## config.mk

```make
export PLATFORM = sky130hd
export DESIGN_NAME = uart_wake_ctrl
export DESIGN_NICKNAME = d
export VERILOG_FILES = /design/src/rtl/uart_wake_pkg.sv /design/src/rtl/wake_sync.sv /design/src/rtl/wake_rx_detect.sv /design/src/rtl/wake_tx_qual.sv /design/src/rtl/wake_status.sv /design/src/rtl/uart_wake_ctrl.sv
export SDC_FILE = /design/constraint.sdc
export NUM_CORES = 1
export LEC_CHECK = 0
export BUFFER_PORTS_ARGS = -buffer_cell sky130_fd_sc_hd__buf_4
export CAP_MARGIN = 20
export CORE_AREA = 2 2 39 41
export CTS_CLUSTER_DIAMETER = 60
export DETAILED_ROUTE_END_ITERATION = 6
export DIE_AREA = 0 0 41 43
export GPL_ROUTABILITY_DRIVEN = 0
export SYNTH_ARGS = -nofsm -noshare
export SYNTH_HDL_FRONTEND = slang
export SYNTH_SLANG_ARGS = --single-unit
```

## constraint.sdc

```tcl
create_clock -name clk -period 1.4 [get_ports clk]
set_clock_uncertainty 0.05 [all_clocks]
set_input_delay 0.07 -clock clk [delete_from_list [all_inputs] [get_ports clk]]
set_output_delay 0.07 -clock clk [all_outputs]
set_load 0.05 [all_outputs]
```

## src/rtl/uart_wake_pkg.sv

```systemverilog
package uart_wake_pkg;
  typedef struct packed {
    logic stat;
    logic dma;
    logic thr;
  } tx_src_t;
endpackage

```

## src/rtl/wake_sync.sv

```systemverilog
module wake_sync #(
  parameter int W      = 1,
  parameter int STAGES = 2
) (
  input  logic         clk,
  input  logic         rst,
  input  logic [W-1:0] d_i,
  output logic [W-1:0] q_o
);
  logic [W-1:0] stg [STAGES];

  always_ff @(posedge clk) begin
    if (rst) stg[0] <= '0;
    else     stg[0] <= d_i;
  end

  for (genvar s = 1; s < STAGES; s++) begin : g_stage
    always_ff @(posedge clk) begin
      if (rst) stg[s] <= '0;
      else     stg[s] <= stg[s-1];
    end
  end

  assign q_o = stg[STAGES-1];
endmodule

```

## src/rtl/wake_rx_detect.sv

```systemverilog
module wake_rx_detect #(
  parameter int LINE_SRCS = 3
) (
  input  logic                 clk,
  input  logic                 rst,
  input  logic                 ir_mode_i,
  input  logic [LINE_SRCS-1:0] line_s_i,
  input  logic                 idle_s_i,
  output logic                 rx_evt_o
);
  logic idle_prev;
  logic idle_hit;

  always_ff @(posedge clk) begin
    if (rst) idle_prev <= 1'b0;
    else     idle_prev <= idle_s_i;
  end

  // infrared mode: transition only; other modes: level
  always_comb begin
    if (ir_mode_i) idle_hit = idle_s_i & ~idle_prev;
    else           idle_hit = idle_s_i;
  end

  assign rx_evt_o = (|line_s_i) | idle_hit;

  // in infrared mode a held-high idle input yields no event
  p_idle_edge_only_r8: assert property (@(posedge clk) disable iff (rst)
    (ir_mode_i && idle_prev && idle_s_i && !(|line_s_i)) |-> !rx_evt_o);
endmodule

```

## src/rtl/wake_tx_qual.sv

```systemverilog
module wake_tx_qual
  import uart_wake_pkg::*;
(
  input  logic    tx_wake_en_i,
  input  logic    ir_mode_i,
  input  logic    thr_irq_en_i,
  input  logic    tx_dma_en_i,
  input  logic    txstat_en_i,
  input  tx_src_t src_i,
  output logic    tx_wake_o
);
  tx_src_t ok;

  always_comb begin
    ok.thr  = src_i.thr  & thr_irq_en_i & ~tx_dma_en_i;
    ok.dma  = src_i.dma  & tx_dma_en_i;
    ok.stat = src_i.stat & txstat_en_i & ir_mode_i & ~thr_irq_en_i;
    tx_wake_o = tx_wake_en_i & (|ok);
  end
endmodule

```

## src/rtl/wake_status.sv

```systemverilog
module wake_status (
  input  logic clk,
  input  logic rst,
  input  logic rx_en_i,
  input  logic rx_evt_i,
  output logic sts_next_o,
  output logic sts_o
);
  logic sts_q;

  // a dropped enable overrides any arriving event
  assign sts_next_o = rx_en_i & (sts_q | rx_evt_i);

  always_ff @(posedge clk) begin
    if (rst) sts_q <= 1'b0;
    else     sts_q <= sts_next_o;
  end

  assign sts_o = sts_q;

  p_disabled_clears_r1: assert property (@(posedge clk) disable iff (rst)
    !rx_en_i |=> !sts_q);
  p_sticky_r3: assert property (@(posedge clk) disable iff (rst)
    (rx_en_i && sts_q) |=> sts_q);
  p_set_has_cause_r2: assert property (@(posedge clk) disable iff (rst)
    $rose(sts_q) |-> $past(rx_evt_i && rx_en_i));
endmodule

```

## src/rtl/uart_wake_ctrl.sv

```systemverilog
module uart_wake_ctrl
  import uart_wake_pkg::*;
#(
  parameter int LINE_SRCS   = 3,
  parameter int SYNC_STAGES = 2
) (
  input  logic                 clk,
  input  logic                 rst,
  input  logic                 rx_wake_en_i,
  input  logic                 tx_wake_en_i,
  input  logic                 ir_mode_i,
  input  logic                 thr_irq_en_i,
  input  logic                 tx_dma_en_i,
  input  logic                 txstat_en_i,
  input  logic [LINE_SRCS-1:0] line_act_i,
  input  logic                 idle_ack_i,
  input  logic                 thr_irq_i,
  input  logic                 tx_dma_req_i,
  input  logic                 txstat_evt_i,
  output logic                 wake_sts_o,
  output logic                 wake_o
);
  localparam int SYNC_W = LINE_SRCS + 4;

  logic [SYNC_W-1:0] raw, synced;
  logic [LINE_SRCS-1:0] line_s;
  logic idle_s;
  tx_src_t tx_s;
  logic rx_evt, tx_wake, sts_next, sts;
  logic wake_q;

  assign raw = {txstat_evt_i, tx_dma_req_i, thr_irq_i, idle_ack_i, line_act_i};

  wake_sync #(.W(SYNC_W), .STAGES(SYNC_STAGES)) u_sync (
    .clk(clk), .rst(rst), .d_i(raw), .q_o(synced)
  );

  assign line_s  = synced[LINE_SRCS-1:0];
  assign idle_s  = synced[LINE_SRCS];
  assign tx_s.thr  = synced[LINE_SRCS+1];
  assign tx_s.dma  = synced[LINE_SRCS+2];
  assign tx_s.stat = synced[LINE_SRCS+3];

  wake_rx_detect #(.LINE_SRCS(LINE_SRCS)) u_rx (
    .clk(clk), .rst(rst), .ir_mode_i(ir_mode_i),
    .line_s_i(line_s), .idle_s_i(idle_s), .rx_evt_o(rx_evt)
  );

  wake_tx_qual u_tx (
    .tx_wake_en_i(tx_wake_en_i), .ir_mode_i(ir_mode_i),
    .thr_irq_en_i(thr_irq_en_i), .tx_dma_en_i(tx_dma_en_i),
    .txstat_en_i(txstat_en_i), .src_i(tx_s), .tx_wake_o(tx_wake)
  );

  wake_status u_sts (
    .clk(clk), .rst(rst), .rx_en_i(rx_wake_en_i), .rx_evt_i(rx_evt),
    .sts_next_o(sts_next), .sts_o(sts)
  );

  always_ff @(posedge clk) begin
    if (rst) wake_q <= 1'b0;
    else     wake_q <= sts_next | tx_wake;
  end

  assign wake_sts_o = sts;
  assign wake_o     = wake_q;

  p_reset_quiet_r10: assert property (@(posedge clk)
    rst |=> (!wake_o && !wake_sts_o));
  p_status_drives_wake_r2: assert property (@(posedge clk) disable iff (rst)
    wake_sts_o |-> wake_o);
  p_no_tx_follows_sts_r5: assert property (@(posedge clk) disable iff (rst)
    !tx_wake_en_i |=> (wake_o == wake_sts_o));
endmodule

```

==> qor.tcl, run 1 <==
set qor(critical_path.cell_chain) {or4_1 -> o211a_1 -> a31o_1}
set qor(drt-wirelength-per-cell_microns) 8.488
set qor(grt_max_degree) 17
set qor(die_w_microns) 41
set qor(arrival_ps) 1470
set qor(swShare) 0.2005
set qor(met2_length_microns) 361
set qor(yosysTopAreaCellShare) 0.6817
set qor(drv_cap) 0
set qor(finalHoldViolCount) 0
set qor(numCtsBuffers) 3
set qor(setup.worst_path.end_class) {flop}
set qor(timing.max_slew.rel_slack) 0.8686
set qor(filler_cell_count) 135
set qor(yosys.cell_types.count) 11
set qor(antennaDiodeCount) 0
set qor(pwr-share-comb) 0.115
set qor(clkLatencyLatePin_ps) 270
set qor(crit_path_top_delay_cell) {sky130_fd_sc_hd__or4_1}
set qor(placementRows) 14
set qor(critPathMaxFanout) 2
set qor(io-pin-count) 17
set qor(worst_setup_hold_path_clk_slew_ps) 80
set qor(fp.dieH_microns) 43
set qor(synth_area_leader_cell) {sky130_fd_sc_hd__dfxtp_1}
set qor(synth.avg_cell_area_sq_um) 11.89
set qor(fin_nets) 86
set qor(synth.net_count) 57
set qor(netlist_top_cells_area) {sky130_fd_sc_hd__dfxtp_1 (68%), sky130_fd_sc_hd__nor2b_1 (19%), sky130_fd_sc_hd__o211a_1 (2.0%)}
set qor(cellPowerDensity_nw_per_um2) 1121
set qor(synth_seq_cells) 17
set qor(internal_power_mw) 0.6770
set qor(final_min_period_over_clock_period) 0.9627
set qor(grt_antenna_before_repair) 0
set qor(place_inst) 73
set qor(vdd.ir_drop.worst_uv) 532.2
set qor(finalSetupViolations) 0
set qor(syn_inst) 42
set qor(detailedRoute.firstPassIterationCount) 1
set qor(fmax_mhz) 741.9
set qor(synth-warning-count) 0
set qor(synth_seq_area_share) 0.6817
set qor(critical_path.max_stage_delay_ps) 500
set qor(topRoutingLayerUsed) {met4}
set qor(worst_hold_path_type) {input pin to flop}
set qor(port_buffers) 16
set qor(timing.critical_path.required_ps) 1530
set qor(clock_sink_count) 17
set qor(clockBufferDepth) 2
set qor(route.final.wire_length_microns) 730
set qor(groute.usage.overall) 0.1055
set qor(setup_total_negative_slack_ps) 0
set qor(core_area_sq_um) 1384
set qor(final_critical_path_setup_slack_ps) 52.15
set qor(post-place-ws_ps) 55.26
set qor(route.vias.total) 358
set qor(worstMarginPinSlew_ps) 195.3
set qor(maxSlewViolCount) 0
set qor(design.die.area_sq_um) 1763
set qor(syn-cell-area_sq_um) 499.2
set qor(initial_core_utilization) 0.3608
set qor(post-cts-setup-buffer-count) 0
set qor(globalRoute.totalOverflow) 0
set qor(clkPwrFrac) 0.283
set qor(worstSetupPathType) {flop to flop}
set qor(crit_path_start_kind) {flop}
set qor(global_route_wire_length_before_repair_microns) 1145
set qor(detail_route.iter0.violations) 0
set qor(met3_length_microns) 56
set qor(cts.root.buffer_cell) {sky130_fd_sc_hd__clkbuf_4}
set qor(fin_crit_period_ps) 1348
set qor(layout.cells.non_filler) 86
set qor(seqPwrFrac) 0.603
set qor(unrepaired_setup_endpoints_after_global_routing) {no}
set qor(route.detailed.drc) 0
set qor(routed_via_density) 4.163
set qor(grt_pass1_vias) 318
set qor(area_growth_syn_to_layout_pct) 51.38
set qor(tritoncts) {done}
set qor(cts_htree_levels) 1
set qor(power.leakage_nw) 0.3358
set qor(ratio_of_cells_with_drive_above_1_in_the_final_layout) 0.2857
set qor(route.antenna.remaining_nets) 0
set qor(outcome) {finished, final reports clean}
set qor(wl_met1_microns) 297
set qor(power.net_switching_mw) 0.1698
[cells in the final DEF (no fill, tap or decap), drive strengths merged]
master       count
a21boi           1
a31o             1
buf             16
clkbuf           4
dfxtp           17
dlygate4sd3      9
inv              1
nand2            2
nand4b           1
nor2b           15
o211a            1
o211ai           1
or4              1
[cell type report]
cell class / instances / area [sq um] / area share
clock buffers: 4 / 26.28 / 0.03477
inverters: 1 / 3.754 / 0.004967
multi-input cells: 23 / 151.4 / 0.2003
flip-flops and latches: 17 / 344.1 / 0.4553
well taps: 16 / 20.02 / 0.02649
repair buffers: 25 / 210.2 / 0.2781
[synthesized netlist by cell type, drive strengths merged]
library cell and number:
nand4b 1, inv 1, a31o 1, o211a 1, o211ai 1, clkbuf 1
dfxtp 17, a21boi 1, or4 1, nand2 2, nor2b 15
[timing repair]
| item | in CTS | in global routing |
|---|---|---|
| resized for setup | 0 | 0 |
| hold buffers | 9 | 0 |
| endpoints found under the hold margin | 9 | 0 |
[metrics by stage]
stage | util | area (sq um) | total power [mW] | hold slack (ps)
global placement | 0.4620 | 639.4 | 0.5991 | 232.1
detailed placement | 0.4620 | 639.4 | 0.6007 | 236.5
floorplan | - | 503.0 | 0.5590 | 91.61
global route | 0.5461 | 755.7 | 0.8954 | 7.067
CTS | 0.5461 | 755.7 | 0.8626 | 9.468
finish | 0.5461 | 755.7 | 0.8468 | 18.07
[worst paths after layout]
| kind | startpoint | end | slack (ps) | depth (start not counted) |
|---|---|---|---|---|
| worst max-delay path | u_sync.stg[1][2] | wake_o | 50 | 3 |
| worst min-delay path | rst | u_sync.stg[1][5] | 20 | 2 |
| worst max register to register | u_sync.stg[1][2] | wake_o | 50 | 3 |
| worst min register to register | u_sync.stg[0][0] | u_sync.stg[1][0] | 400 | 1 |
[sequential cells by signal, summed over array words and instances, names as in the netlist]
| register | flops |
|---|---|
| u_sts.sts_o | 1 |
| u_rx.idle_prev | 1 |
| u_sync.stg | 14 |
| wake_o | 1 |
[metal layers]
metal | vias up | track usage
met1 | 152 | 0.09635
met5 | - | 0
li1 | 191 | -
met2 | 13 | 0.1594
met3 | 2 | 0.03141
met4 | 0 | 0.1200
[power groups by stage]
stage / Clock (mW) / Combinational (mW) / Sequential, mW
after floorplan: 0 / 0.0249 / 0.534
after global placement: 0 / 0.0777 / 0.521
after detailed placement: 0 / 0.0787 / 0.522
after CTS: 0.254 / 0.0983 / 0.511
after global routing: 0.276 / 0.106 / 0.513
final: 0.239 / 0.0971 / 0.510
[kinds of logic after synthesis]
kind of cell,synth area share
compound gates,0.06768
buf+inv,0.01502
flops,0.6817
simple gates,0.2356
[critical path, delay by kind of cell, from the launching register on]
kind | cells | cell delay, ps
AO/OA/AOI/OAI | 2 | 400
AND/OR/NAND/NOR | 1 | 500
flip-flops | 1 | 300
No activity file was read; power rests on OpenSTA's default activity.
==> inputs of run 2 (changes only) <==
Settings changed: CELL_PAD_IN_SITES_DETAIL_PLACEMENT set to 0, CELL_PAD_IN_SITES_GLOBAL_PLACEMENT set to 1, CORE_AREA 2 2 39 41 to not set, CORE_UTILIZATION set to 31, DIE_AREA 0 0 41 43 to not set, PLACE_DENSITY_LB_ADDON set to 0.1.
==> run 2 against run 1 <==
Compared with the run above:
- via count increased by 0.28%
- design area is the same
- maximum frequency down 1.1%
- utilization is 4.4 points lower
- worst hold slack better by 6.2 ps
- die area increased by 0.68%
- clock-buffer cell count unchanged
- final cell count did not move
- largest cell class unchanged
- highest routed layer unchanged
==> qor.tcl, run 2 (same netlist as run 1, synthesis figures left out) <==
set qor(clockBufferDepth) 2
set qor(route.final.wire_length_microns) 731
set qor(grt_max_degree) 17
set qor(detail_route.iter0.violations) 0
set qor(clkLatencyLatePin_ps) 270
set qor(unrepaired_setup_endpoints_after_global_routing) {yes}
set qor(crit_path_start_kind) {flop}
set qor(worst_setup_hold_path_clk_slew_ps) 80
set qor(cts_htree_levels) 1
set qor(die_w_microns) 42.13
set qor(worst_hold_path_type) {input pin to flop}
set qor(post-route-util) 0.5017
set qor(post-cts-setup-buffer-count) 0
set qor(timing.critical_path.required_ps) 1520
set qor(area_growth_syn_to_layout_pct) 51.38
set qor(cts.repair.resized) 0
set qor(route.vias.total) 359
set qor(initial_core_utilization) 0.3314
set qor(filler_cell_count) 153
set qor(worstMarginPinSlew_ps) 167.3
set qor(grt_pass1_vias) 325
set qor(global_route_wire_length_before_repair_microns) 1166
set qor(port_buffers) 16
set qor(setup.worst_path.end_class) {flop}
set qor(fmax_mhz) 733.6
set qor(sequential_cell_area_sq_um) 344.1
set qor(place_inst) 73
set qor(maxSlewViolCount) 0
set qor(routed_via_density) 4.174
set qor(antennaDiodeCount) 0
set qor(detailedRoute.firstPassIterationCount) 1
set qor(ratio_of_cells_with_drive_above_1_in_the_final_layout) 0.2857
set qor(arrival_ps) 1490
set qor(cts.root.buffer_cell) {sky130_fd_sc_hd__clkbuf_4}
set qor(numCtsBuffers) 3
set qor(post-place-ws_ps) 29.76
set qor(groute.usage.overall) 0.09214
set qor(route.detailed.drc) 0
set qor(drt-wirelength-per-cell_microns) 8.500
set qor(most-common-layout-cells) {sky130_fd_sc_hd__buf_4 (16), sky130_fd_sc_hd__dfxtp_1 (16), sky130_fd_sc_hd__nor2b_1 (15)}
set qor(core_area_sq_um) 1506
set qor(final_min_period_over_clock_period) 0.9737
set qor(design.die.area_sq_um) 1775
set qor(outcome) {finished, final reports clean}
set qor(fp.dieH_microns) 42.13
set qor(globalRoute.totalOverflow) 0
set qor(placementRows) 14
set qor(fin_nets) 86
set qor(r2r_setup_slack_ps) 40
set qor(io-pin-count) 17
set qor(cellPowerDensity_nw_per_um2) 1120
set qor(tritoncts) {done}
set qor(final_critical_path_setup_slack_ps) 36.89
set qor(power.leakage_nw) 0.3358
set qor(place_hpwl_microns) 493.4
set qor(timing.max_slew.rel_slack) 0.8875
set qor(finalSetupViolations) 0
set qor(vdd.ir_drop.worst_uv) 520.9
set qor(worstSetupPathType) {flop to flop}
set qor(finalHoldViolCount) 0
set qor(largest_register_ffs) 14
set qor(layout.cells.non_filler) 86
set qor(drv_cap) 0
set qor(route.antenna.remaining_nets) 0
set qor(multi_input_gate_area_in_the_final_layout_sq_um) 151.4
set qor(fin_crit_period_ps) 1363
set qor(largest-register) {u_sync.stg}
set qor(clock_sink_count) 17
set qor(critPathMaxFanout) 2
set qor(grt_antenna_before_repair) 0
[run 2: cell counts in the layout (fill, tap and decap cells not counted)]
No cell type changed its count.
[run 2: through the flow]
stage	power, mW	TNS, ps	hold slack (ps)	instance area (sq um)
floorplan	0.5590	0	91.61	503.0
CTS	0.8620	0	10.42	755.7
detailed placement	0.6011	0	237.0	639.4
finish	0.8467	0	24.31	755.7
global placement	0.5977	0	231.9	639.4
global route	0.8971	-12.55	15.91	755.7
[run 2: power breakdown]
group | internal [mW] | total, mW | switching, mW
combinational | 0.0612 | 0.0975 | 0.0363
sequential | 0.505 | 0.510 | 0.00495
clock | 0.110 | 0.239 | 0.128
[run 2: cell type report]
type                            instances  area share
Sequential cell                        17      0.4553
Multi-Input combinational cell         23      0.2003
Clock buffer                            4     0.03477
Tap cell                               16     0.02649
Inverter                                1    0.004967
Timing Repair Buffer                   25      0.2781
[run 2: timing repair]
item | CTS | global route
hold buffers | 9 | 0
endpoints found under the setup margin | 0 | 1
hold endpoints to repair | 9 | 0
[run 2: critical path: stages (launching register included)]
cell and delay (ps):
sky130_fd_sc_hd__dfxtp_1 300, sky130_fd_sc_hd__or4_1 500, sky130_fd_sc_hd__o211a_1 230, sky130_fd_sc_hd__a31o_1 180
[run 2: worst paths after layout]
| kind | startpoint | to | depth (start not counted) |
|---|---|---|---|
| min reg2reg | u_sync.stg[0][4] | u_sync.stg[1][4] | 1 |
| min | rst | u_sync.stg[1][6] | 2 |
| max | u_sync.stg[1][2] | wake_o | 3 |
| max reg2reg | u_sync.stg[1][2] | wake_o | 3 |
[run 2: routing by layer]
metal	track usage	part of all wire	routed length [microns]	vias up
li1	-	-	-	191
met1	0.09589	0.45	332	151
met2	0.1406	0.44	324	15
met3	0.03017	0.097	71	2
met4	0.09375	0.0055	4	0
met5	0	0	0	-
